[src/rtl/bkpt_pkg.sv]
package bkpt_pkg;

    typedef enum logic [2:0] {
        SEL_CTRL = 3'd0,
        SEL_Q0   = 3'd1,
        SEL_Q1   = 3'd2,
        SEL_V0   = 3'd3,
        SEL_P0   = 3'd4,
        SEL_V1   = 3'd5,
        SEL_P1   = 3'd6,
        SEL_NONE = 3'd7
    } reg_sel_e;

    typedef enum logic [1:0] {
        BS_WHOLE = 2'b00,
        BS_HIGH  = 2'b01,
        BS_LOW   = 2'b10,
        BS_RANGE = 2'b11
    } bytesel_e;

    // bit3 act_dbg, bit2 tag_mode, bit1 full_mode, bit0 enable
    typedef struct packed {
        logic act_dbg;
        logic tag_mode;
        logic full_mode;
        logic enable;
    } ctrl_t;

    // bit4 pg_en, bit3 rw, bit2 rwe, bits1:0 byte select
    typedef struct packed {
        logic     pg_en;
        logic     rw;
        logic     rwe;
        bytesel_e bs;
    } qual_t;

endpackage

[src/rtl/bkpt_cfg_regs.sv]
module bkpt_cfg_regs
    import bkpt_pkg::*;
#(
    parameter int ADDR_W = 16,
    parameter int PAGE_W = 8
) (
    input  logic              clk,
    input  logic              rst_n,
    input  logic              wr_en,
    input  logic [2:0]        wr_sel,
    input  logic [ADDR_W-1:0] wr_data,
    output ctrl_t             ctrl_o,
    output qual_t             q0_o,
    output qual_t             q1_o,
    output logic [ADDR_W-1:0] v0_o,
    output logic [ADDR_W-1:0] v1_o,
    output logic [PAGE_W-1:0] p0_o,
    output logic [PAGE_W-1:0] p1_o
);

    typedef struct packed {
        ctrl_t             ctrl;
        qual_t             q0;
        qual_t             q1;
        logic [ADDR_W-1:0] v0;
        logic [ADDR_W-1:0] v1;
        logic [PAGE_W-1:0] p0;
        logic [PAGE_W-1:0] p1;
    } cfg_t;

    cfg_t cfg_d, cfg_q;

    always_comb begin
        cfg_d = cfg_q;
        if (wr_en) begin
            unique case (reg_sel_e'(wr_sel))
                SEL_CTRL: cfg_d.ctrl = ctrl_t'(wr_data[3:0]);
                SEL_Q0:   cfg_d.q0   = qual_t'(wr_data[4:0]);
                SEL_Q1:   cfg_d.q1   = qual_t'(wr_data[4:0]);
                SEL_V0:   cfg_d.v0   = wr_data;
                SEL_V1:   cfg_d.v1   = wr_data;
                SEL_P0:   cfg_d.p0   = wr_data[PAGE_W-1:0];
                SEL_P1:   cfg_d.p1   = wr_data[PAGE_W-1:0];
                default:  cfg_d      = cfg_q;
            endcase
        end
    end

    always_ff @(posedge clk or negedge rst_n) begin
        if (!rst_n) cfg_q <= '0;
        else        cfg_q <= cfg_d;
    end

    assign ctrl_o = cfg_q.ctrl;
    assign q0_o   = cfg_q.q0;
    assign q1_o   = cfg_q.q1;
    assign v0_o   = cfg_q.v0;
    assign v1_o   = cfg_q.v1;
    assign p0_o   = cfg_q.p0;
    assign p1_o   = cfg_q.p1;

    assert_ctrl_load_R2: assert property (@(posedge clk) disable iff (!rst_n)
        (wr_en && wr_sel == 3'd0) |=> (ctrl_o == ctrl_t'($past(wr_data[3:0]))));

    assert_v0_load_R2: assert property (@(posedge clk) disable iff (!rst_n)
        (wr_en && wr_sel == 3'd3) |=> (v0_o == $past(wr_data)));

    assert_ctrl_hold_R2: assert property (@(posedge clk) disable iff (!rst_n)
        !wr_en |=> $stable(ctrl_o));

endmodule

[src/rtl/bkpt_addr_cmp.sv]
module bkpt_addr_cmp
    import bkpt_pkg::*;
#(
    parameter int ADDR_W = 16,
    parameter int PAGE_W = 8
) (
    input  logic [ADDR_W-1:0] addr,
    input  logic [PAGE_W-1:0] page,
    input  qual_t             qual,
    input  logic [ADDR_W-1:0] val,
    input  logic [PAGE_W-1:0] vpage,
    input  logic [ADDR_W-1:0] win_lo,
    input  logic [ADDR_W-1:0] win_hi,
    output logic              hit
);

    localparam int HALF = ADDR_W / 2;

    logic addr_ok;
    logic page_ok;

    always_comb begin
        unique case (qual.bs)
            BS_WHOLE: addr_ok = (addr == val);
            BS_HIGH:  addr_ok = (addr[ADDR_W-1:HALF] == val[ADDR_W-1:HALF]);
            BS_LOW:   addr_ok = (addr[HALF-1:0] == val[HALF-1:0]);
            default:  addr_ok = (addr >= win_lo) && (addr <= win_hi);
        endcase
        page_ok = !qual.pg_en || (page == vpage);
        hit     = addr_ok && page_ok;
    end

endmodule

[src/rtl/bkpt_data_cmp.sv]
module bkpt_data_cmp
    import bkpt_pkg::*;
#(
    parameter int DATA_W = 16
) (
    input  logic [DATA_W-1:0] data,
    input  logic [DATA_W-1:0] val,
    input  bytesel_e          bs,
    output logic              hit
);

    localparam int HALF = DATA_W / 2;

    always_comb begin
        unique case (bs)
            BS_HIGH: hit = (data[DATA_W-1:HALF] == val[DATA_W-1:HALF]);
            BS_LOW:  hit = (data[HALF-1:0] == val[HALF-1:0]);
            default: hit = (data == val);
        endcase
    end

endmodule

[src/rtl/bkpt_req_ctrl.sv]
module bkpt_req_ctrl
    import bkpt_pkg::*;
#(
    parameter int NCMP = 2
) (
    input  logic            clk,
    input  logic            rst_n,
    input  ctrl_t           ctrl,
    input  qual_t           q0,
    input  qual_t           q1,
    input  logic            bus_valid,
    input  logic            bus_rd,
    input  logic [NCMP-1:0] bus_hit,
    input  logic [NCMP-1:0] tag_hit,
    input  logic            data_hit,
    input  logic            insn_bnd,
    input  logic            tag_exec,
    input  logic            dbg_active,
    input  logic            trace_active,
    output logic            dbg_req,
    output logic            swi_req
);

    typedef struct packed {
        logic pend;
        logic dbg;
        logic swi;
    } st_t;

    st_t st_d, st_q;

    logic rw0_ok, rw1_ok;
    logic forced_hit, tagged_hit;
    logic blocked, fire_f, fire_t;

    always_comb begin
        rw0_ok = !q0.rwe || (bus_rd == q0.rw);
        rw1_ok = !q1.rwe || (bus_rd == q1.rw);

        if (ctrl.full_mode) begin
            forced_hit = bus_valid && bus_hit[0] && rw0_ok && data_hit;
            tagged_hit = tag_exec && tag_hit[0];
        end else begin
            forced_hit = bus_valid && ((bus_hit[0] && rw0_ok) || (bus_hit[1] && rw1_ok));
            tagged_hit = tag_exec && (|tag_hit);
        end

        blocked = !ctrl.enable || dbg_active;
        fire_f  = !blocked && !ctrl.tag_mode && insn_bnd && (st_q.pend || forced_hit);
        fire_t  = !blocked && ctrl.tag_mode && tagged_hit;

        st_d     = st_q;
        st_d.dbg = ctrl.act_dbg && (fire_f || (fire_t && !trace_active));
        st_d.swi = !ctrl.act_dbg && (fire_f || fire_t);

        if (blocked || ctrl.tag_mode || fire_f) st_d.pend = 1'b0;
        else if (forced_hit)                    st_d.pend = 1'b1;
    end

    always_ff @(posedge clk or negedge rst_n) begin
        if (!rst_n) st_q <= '0;
        else        st_q <= st_d;
    end

    assign dbg_req = st_q.dbg;
    assign swi_req = st_q.swi;

    assert_excl_R11: assert property (@(posedge clk) disable iff (!rst_n)
        !(dbg_req && swi_req));

    assert_dbg_block_R12: assert property (@(posedge clk) disable iff (!rst_n)
        dbg_active |=> !(dbg_req || swi_req) && !st_q.pend);

    assert_trace_tag_R13: assert property (@(posedge clk) disable iff (!rst_n)
        (ctrl.tag_mode && trace_active) |=> !dbg_req);

    assert_disable_clear_R14: assert property (@(posedge clk) disable iff (!rst_n)
        !ctrl.enable |=> !st_q.pend && !dbg_req && !swi_req);

    assert_need_bnd_R7: assert property (@(posedge clk) disable iff (!rst_n)
        (!ctrl.tag_mode && !insn_bnd) |=> !(dbg_req || swi_req));

    assert_pend_release_R7: assert property (@(posedge clk) disable iff (!rst_n)
        (st_q.pend && insn_bnd && ctrl.enable && !dbg_active && !ctrl.tag_mode)
            |=> ($countones({dbg_req, swi_req}) == 1));

endmodule

[src/rtl/bkpt_match_unit.sv]
module bkpt_match_unit
    import bkpt_pkg::*;
#(
    parameter int ADDR_W = 16,
    parameter int PAGE_W = 8
) (
    input  logic              clk,
    input  logic              rst_n,
    input  logic              wr_en,
    input  logic [2:0]        wr_sel,
    input  logic [ADDR_W-1:0] wr_data,
    input  logic              bus_valid,
    input  logic              bus_rd,
    input  logic [ADDR_W-1:0] bus_addr,
    input  logic [PAGE_W-1:0] bus_page,
    input  logic [ADDR_W-1:0] bus_data,
    input  logic              insn_bnd,
    input  logic              tag_exec,
    input  logic [ADDR_W-1:0] tag_addr,
    input  logic [PAGE_W-1:0] tag_page,
    input  logic              dbg_active,
    input  logic              trace_active,
    output logic              dbg_req,
    output logic              swi_req
);

    localparam int NCMP = 2;
    localparam int NSRC = 2;

    ctrl_t             ctrl;
    qual_t             q0, q1;
    logic [ADDR_W-1:0] v0, v1;
    logic [PAGE_W-1:0] p0, p1;

    qual_t             cq [NCMP];
    logic [ADDR_W-1:0] cv [NCMP];
    logic [PAGE_W-1:0] cp [NCMP];
    logic [ADDR_W-1:0] sa [NSRC];
    logic [PAGE_W-1:0] sp [NSRC];
    logic [NCMP-1:0]   hits [NSRC];
    logic              data_hit;

    bkpt_cfg_regs #(.ADDR_W(ADDR_W), .PAGE_W(PAGE_W)) u_regs (
        .clk     (clk),
        .rst_n   (rst_n),
        .wr_en   (wr_en),
        .wr_sel  (wr_sel),
        .wr_data (wr_data),
        .ctrl_o  (ctrl),
        .q0_o    (q0),
        .q1_o    (q1),
        .v0_o    (v0),
        .v1_o    (v1),
        .p0_o    (p0),
        .p1_o    (p1)
    );

    assign cq[0] = q0;
    assign cq[1] = q1;
    assign cv[0] = v0;
    assign cv[1] = v1;
    assign cp[0] = p0;
    assign cp[1] = p1;
    assign sa[0] = bus_addr;
    assign sa[1] = tag_addr;
    assign sp[0] = bus_page;
    assign sp[1] = tag_page;

    for (genvar s = 0; s < NSRC; s++) begin : g_src
        for (genvar k = 0; k < NCMP; k++) begin : g_cmp
            bkpt_addr_cmp #(.ADDR_W(ADDR_W), .PAGE_W(PAGE_W)) u_cmp (
                .addr   (sa[s]),
                .page   (sp[s]),
                .qual   (cq[k]),
                .val    (cv[k]),
                .vpage  (cp[k]),
                .win_lo (v0),
                .win_hi (v1),
                .hit    (hits[s][k])
            );
        end
    end

    bkpt_data_cmp #(.DATA_W(ADDR_W)) u_data (
        .data (bus_data),
        .val  (v1),
        .bs   (q1.bs),
        .hit  (data_hit)
    );

    bkpt_req_ctrl #(.NCMP(NCMP)) u_req (
        .clk          (clk),
        .rst_n        (rst_n),
        .ctrl         (ctrl),
        .q0           (q0),
        .q1           (q1),
        .bus_valid    (bus_valid),
        .bus_rd       (bus_rd),
        .bus_hit      (hits[0]),
        .tag_hit      (hits[1]),
        .data_hit     (data_hit),
        .insn_bnd     (insn_bnd),
        .tag_exec     (tag_exec),
        .dbg_active   (dbg_active),
        .trace_active (trace_active),
        .dbg_req      (dbg_req),
        .swi_req      (swi_req)
    );

    assert_idle_R1: assert property (@(posedge clk) disable iff (!rst_n)
        (!ctrl.enable) |=> !(dbg_req || swi_req));

endmodule

[config.mk]
export PLATFORM = sky130hd
export DESIGN_NAME = bkpt_match_unit
export DESIGN_NICKNAME = d
export VERILOG_FILES = /design/src/rtl/bkpt_pkg.sv /design/src/rtl/bkpt_cfg_regs.sv /design/src/rtl/bkpt_addr_cmp.sv /design/src/rtl/bkpt_data_cmp.sv /design/src/rtl/bkpt_req_ctrl.sv /design/src/rtl/bkpt_match_unit.sv
export SDC_FILE = /design/constraint.sdc
export NUM_CORES = 1
export LEC_CHECK = 0
export ABC_CLOCK_PERIOD_IN_PS = 3100
export BUFFER_PORTS_ARGS = -buffer_cell sky130_fd_sc_hd__buf_2
export CORE_ASPECT_RATIO = 1.4
export CORE_MARGIN = 2
export CORE_UTILIZATION = 56
export DETAILED_ROUTE_END_ITERATION = 6
export PLACE_DENSITY = 0.85
export RECOVER_POWER = 100
export SLEW_MARGIN = 20
export SYNTH_ARGS = -nofsm -noshare
export SYNTH_HDL_FRONTEND = slang
export SYNTH_SLANG_ARGS = --single-unit
export TNS_END_PERCENT = 50
[constraint.sdc]
create_clock -name clk -period 3.1 [get_ports clk]
set_input_delay 0.465 -clock clk [delete_from_list [all_inputs] [get_ports clk]]
set_output_delay 0.465 -clock clk [all_outputs]
set_load 0.005 [all_outputs]
==> impl_metrics.toml <==
[run_status]
run_status = "complete, but fails checks"
violations = "capacitance limit, slew limit"

[logic_synthesis]
synth_cell_types = 47
yosysSeqAreaShare_pct = 34.34
synth-seq-cells = 65
async_flop_share_pct = 100.0
yosysTopAreaCellShare_pct = 34.34
yosys_warnings = 0
synth_common_cells = "68 x ha_1, 65 x dfrtp_1, 60 x mux2_2"
syn_inst = 438
synthFlopType = "dfrtp_1"
synth_edf_count = 0
yosysMostFrequentCell = "ha_1"
synth_area_leaders = "dfrtp_1 34%, ha_1 18%, mux2_2 14%"
yosys.area.top_type = "dfrtp_1"
syn_avg_cell_area_um2 = 10.82
netlist_area_mm2 = 0.004737
synth_nets = 598

[clocking]
cts_num_sinks = 65
root_buffer = "clkbuf_16"
cts-resized-gates = 0
htreeDepth = 3
clkSlewWorstSetupHoldPaths_ns = 0.05
tritoncts = "yes"
cts_buffers = 9
postCtsSetupBuffers = 0
hold_buffers = 0
clock_path_buffers = 2
clk-insertion-delay-late_ns = 0.33

[cells_and_area]
final_area_mm2 = 0.005584
area_delta_synth_final_pct = 17.88
drive_above_1_share_pct = 30.90
layout.cells.non_filler = 649
final_nets = 702
antenna_cells = 0

[routing]
drtIter0Drc = 219
wl_per_cell_um = 19.07
drtPass1Iterations = 4
drcViolationCount = 0
ant_nets = 0
vias_per_cell = 6.042
wirelength_um = 12380
num_vias = 3921

[sta]
fin_skew_ns = 0.008127
setup-violations-final = 0
min_period_ns = 2.774
timing.final.crit_share_pct = 89.49
drv_slew = 41
hold_viol_final = 0
maxSlewHeadroom_pct = -48.55
max_freq_mhz = 360.5
fin_tns_setup_ns = 0
timing.hold.ws_ns = 0.3044
tightest_slew_ns = 2.228
rsz0062_at_grt = "false"

[setup_path]
path_class = "reg -> reg"
max_stage_delay_ns = 0.40
setup.worst_path.start_class = "register"
cp_max_fo = 3
end_kind = "register"
cp.required_ns = 3.38
crit_chain = "inv_1, ha_1, a21oi_1, o21ai_0, a221o_2, o31a_1, o211ai_1, a221oi_2, nor4b_1, o21ba_1"
cp.buffers_inverters = 1
cpMaxStageDelayCell = "a221o_2"
arrival_ns = 3.05
reg2reg_slack_ns = 0.33
crit_family = "compound AO/OA/AOI/OAI gates"

[global_routing]
grt_pass1_vias = 4096
grtUsageMet1_pct = 31.05
grt-busiest-layer = "met2"
met2_usage_pct = 49.43
globalRouteOverflowTotal = 0
grt_max_degree = 41
grt.total_usage_pct = 28.48
grt_use_met3_pct = 5.821
grt_first_pass_wirelength_um = 19600
antenna_found_initial = 0

[power_and_ir_drop]
power_density_mw_per_mm2 = 578.1
power_leakage_nw = 2.652
ir_drop_uv = 372.3

[flow_run]
cap_violations = 1

[placement]
dp.cells = 633
place_area_mm2 = 0.005345
hpwlAfterDp_um = 10120
gp_congestion = 0.9525
port_buffers = 93

[floorplan]
core-area_mm2 = 0.008198
dieArea_mm2 = 0.009221
dieHeight_um = 112.8
rows = 39
die_w_um = 81.73
start_util_pct = 57.78
io_pins = 94

[hold_path]
hp-class = "in -> reg"
-- metrics by stage --
step	total power, mW	worst slack (ns)	util [%]
detailed placement	2.292	0.2486	65.20
global placement	2.215	0.3358	65.20
floorplan	1.922	0.5798	-
finish	3.228	0.3258	68.12
CTS	3.245	0.4123	68.56
global route	3.420	0.2347	68.12
-- registers in the layout, indices dropped and copies added, names as in the netlist --
signal,cells
u_regs.q1_o,5
u_req.swi_req,1
u_req.dbg_req,1
u_regs.v0_o,16
u_regs.q0_o,5
u_regs.v1_o,16
u_regs.p0_o,8
u_regs.p1_o,8
u_regs.ctrl_o,4
u_req.st_q,1
-- where the power goes --
part | internal [mW] | total, mW | switching [mW] | leakage [nW]
logic | 0.537 | 1.09 | 0.555 | 1.73
clock network | 0.580 | 0.938 | 0.357 | 0.139
registers | 1.03 | 1.20 | 0.169 | 0.786
-- logic make-up after synthesis --
kind of cell | share of synthesized area (%)
buffers and inverters | 3.169
muxes | 14.26
AOI/OAI and AO/OA | 10.96
and+or+nand+nor | 10.06
xor gates and xnor gates | 9.245
adders and majority gates | 17.96
DFF | 34.34
-- layout make-up --
| cell class | count | area, µm² |
|---|---|---|
| Timing Repair Buffer | 97 | 475.5 |
| Clock inverter | 3 | 15.01 |
| Multi-Input combinational cell | 333 | 2944 |
| Tap cell | 102 | 127.6 |
| Fill cell | 657 | 2614 |
| Inverter | 36 | 135.1 |
| Sequential cell | 65 | 1627 |
| Clock buffer | 13 | 260.3 |
-- worst reg2reg max path, delay by kind of cell (launching register included) --
family / cells / cell delay (ns)
fa+ha+maj: 1 / 0.32
simple gates: 1 / 0.40
flops: 1 / 0.38
buf+inv: 1 / 0.09
compound gates: 7 / 1.54
-- placed cells by master (no fill, tap or decap), types with 3 or more instances in the layout --
master | Yosys | layout
a21boi_0 | 3 | 3
a21o_1 | 5 | 5
a21oi_1 | 24 | 24
a31oi_1 | 3 | 3
and4_1 | 3 | 3
buf_2 | 0 | 89
clkbuf_1 | 4 | 10
clkbuf_16 | 0 | 9
clkinv_2 | 0 | 3
dfrtp_1 | 65 | 65
ha_1 | 68 | 68
inv_1 | 36 | 36
mux2_2 | 60 | 59
nand2_1 | 17 | 17
nand2b_1 | 3 | 3
nand3_1 | 11 | 11
nand4_1 | 20 | 20
nand4b_1 | 5 | 5
nor2_1 | 6 | 6
nor3_1 | 3 | 3
nor4_1 | 5 | 5
o2111ai_1 | 3 | 3
o211ai_1 | 2 | 3
o21ai_0 | 13 | 13
xnor2_1 | 32 | 32
xor2_1 | 18 | 18
-- routing by layer --
layer	wire length, µm	up-vias	share of wire, %
met5	0	-	0
met4	512	0	4.1
met3	658	40	5.3
met2	6537	150	53
met1	4669	1911	38
li1	-	1820	-
-- path summary, 6_finish.rpt --
check / start / to / cells after the start
worst max-delay path: u_regs.v1_o[7]$_DFFE_PN0P_ / u_req.swi_req$_DFF_PN0_ / 10
worst min-delay path: insn_bnd / u_req.st_q[2]$_DFFE_PN0P_ / 2
worst max register to register: u_regs.v1_o[7]$_DFFE_PN0P_ / u_req.swi_req$_DFF_PN0_ / 10
worst min register to register: u_regs.v0_o[8]$_DFFE_PN0P_ / u_regs.v0_o[8]$_DFFE_PN0P_ / 1
max in group asynchronous: rst_n / u_regs.v0_o[0]$_DFFE_PN0P_ / 2
min in group asynchronous: rst_n / u_regs.v0_o[12]$_DFFE_PN0P_ / 1
Note: power is estimated with default switching activity, not from simulation.
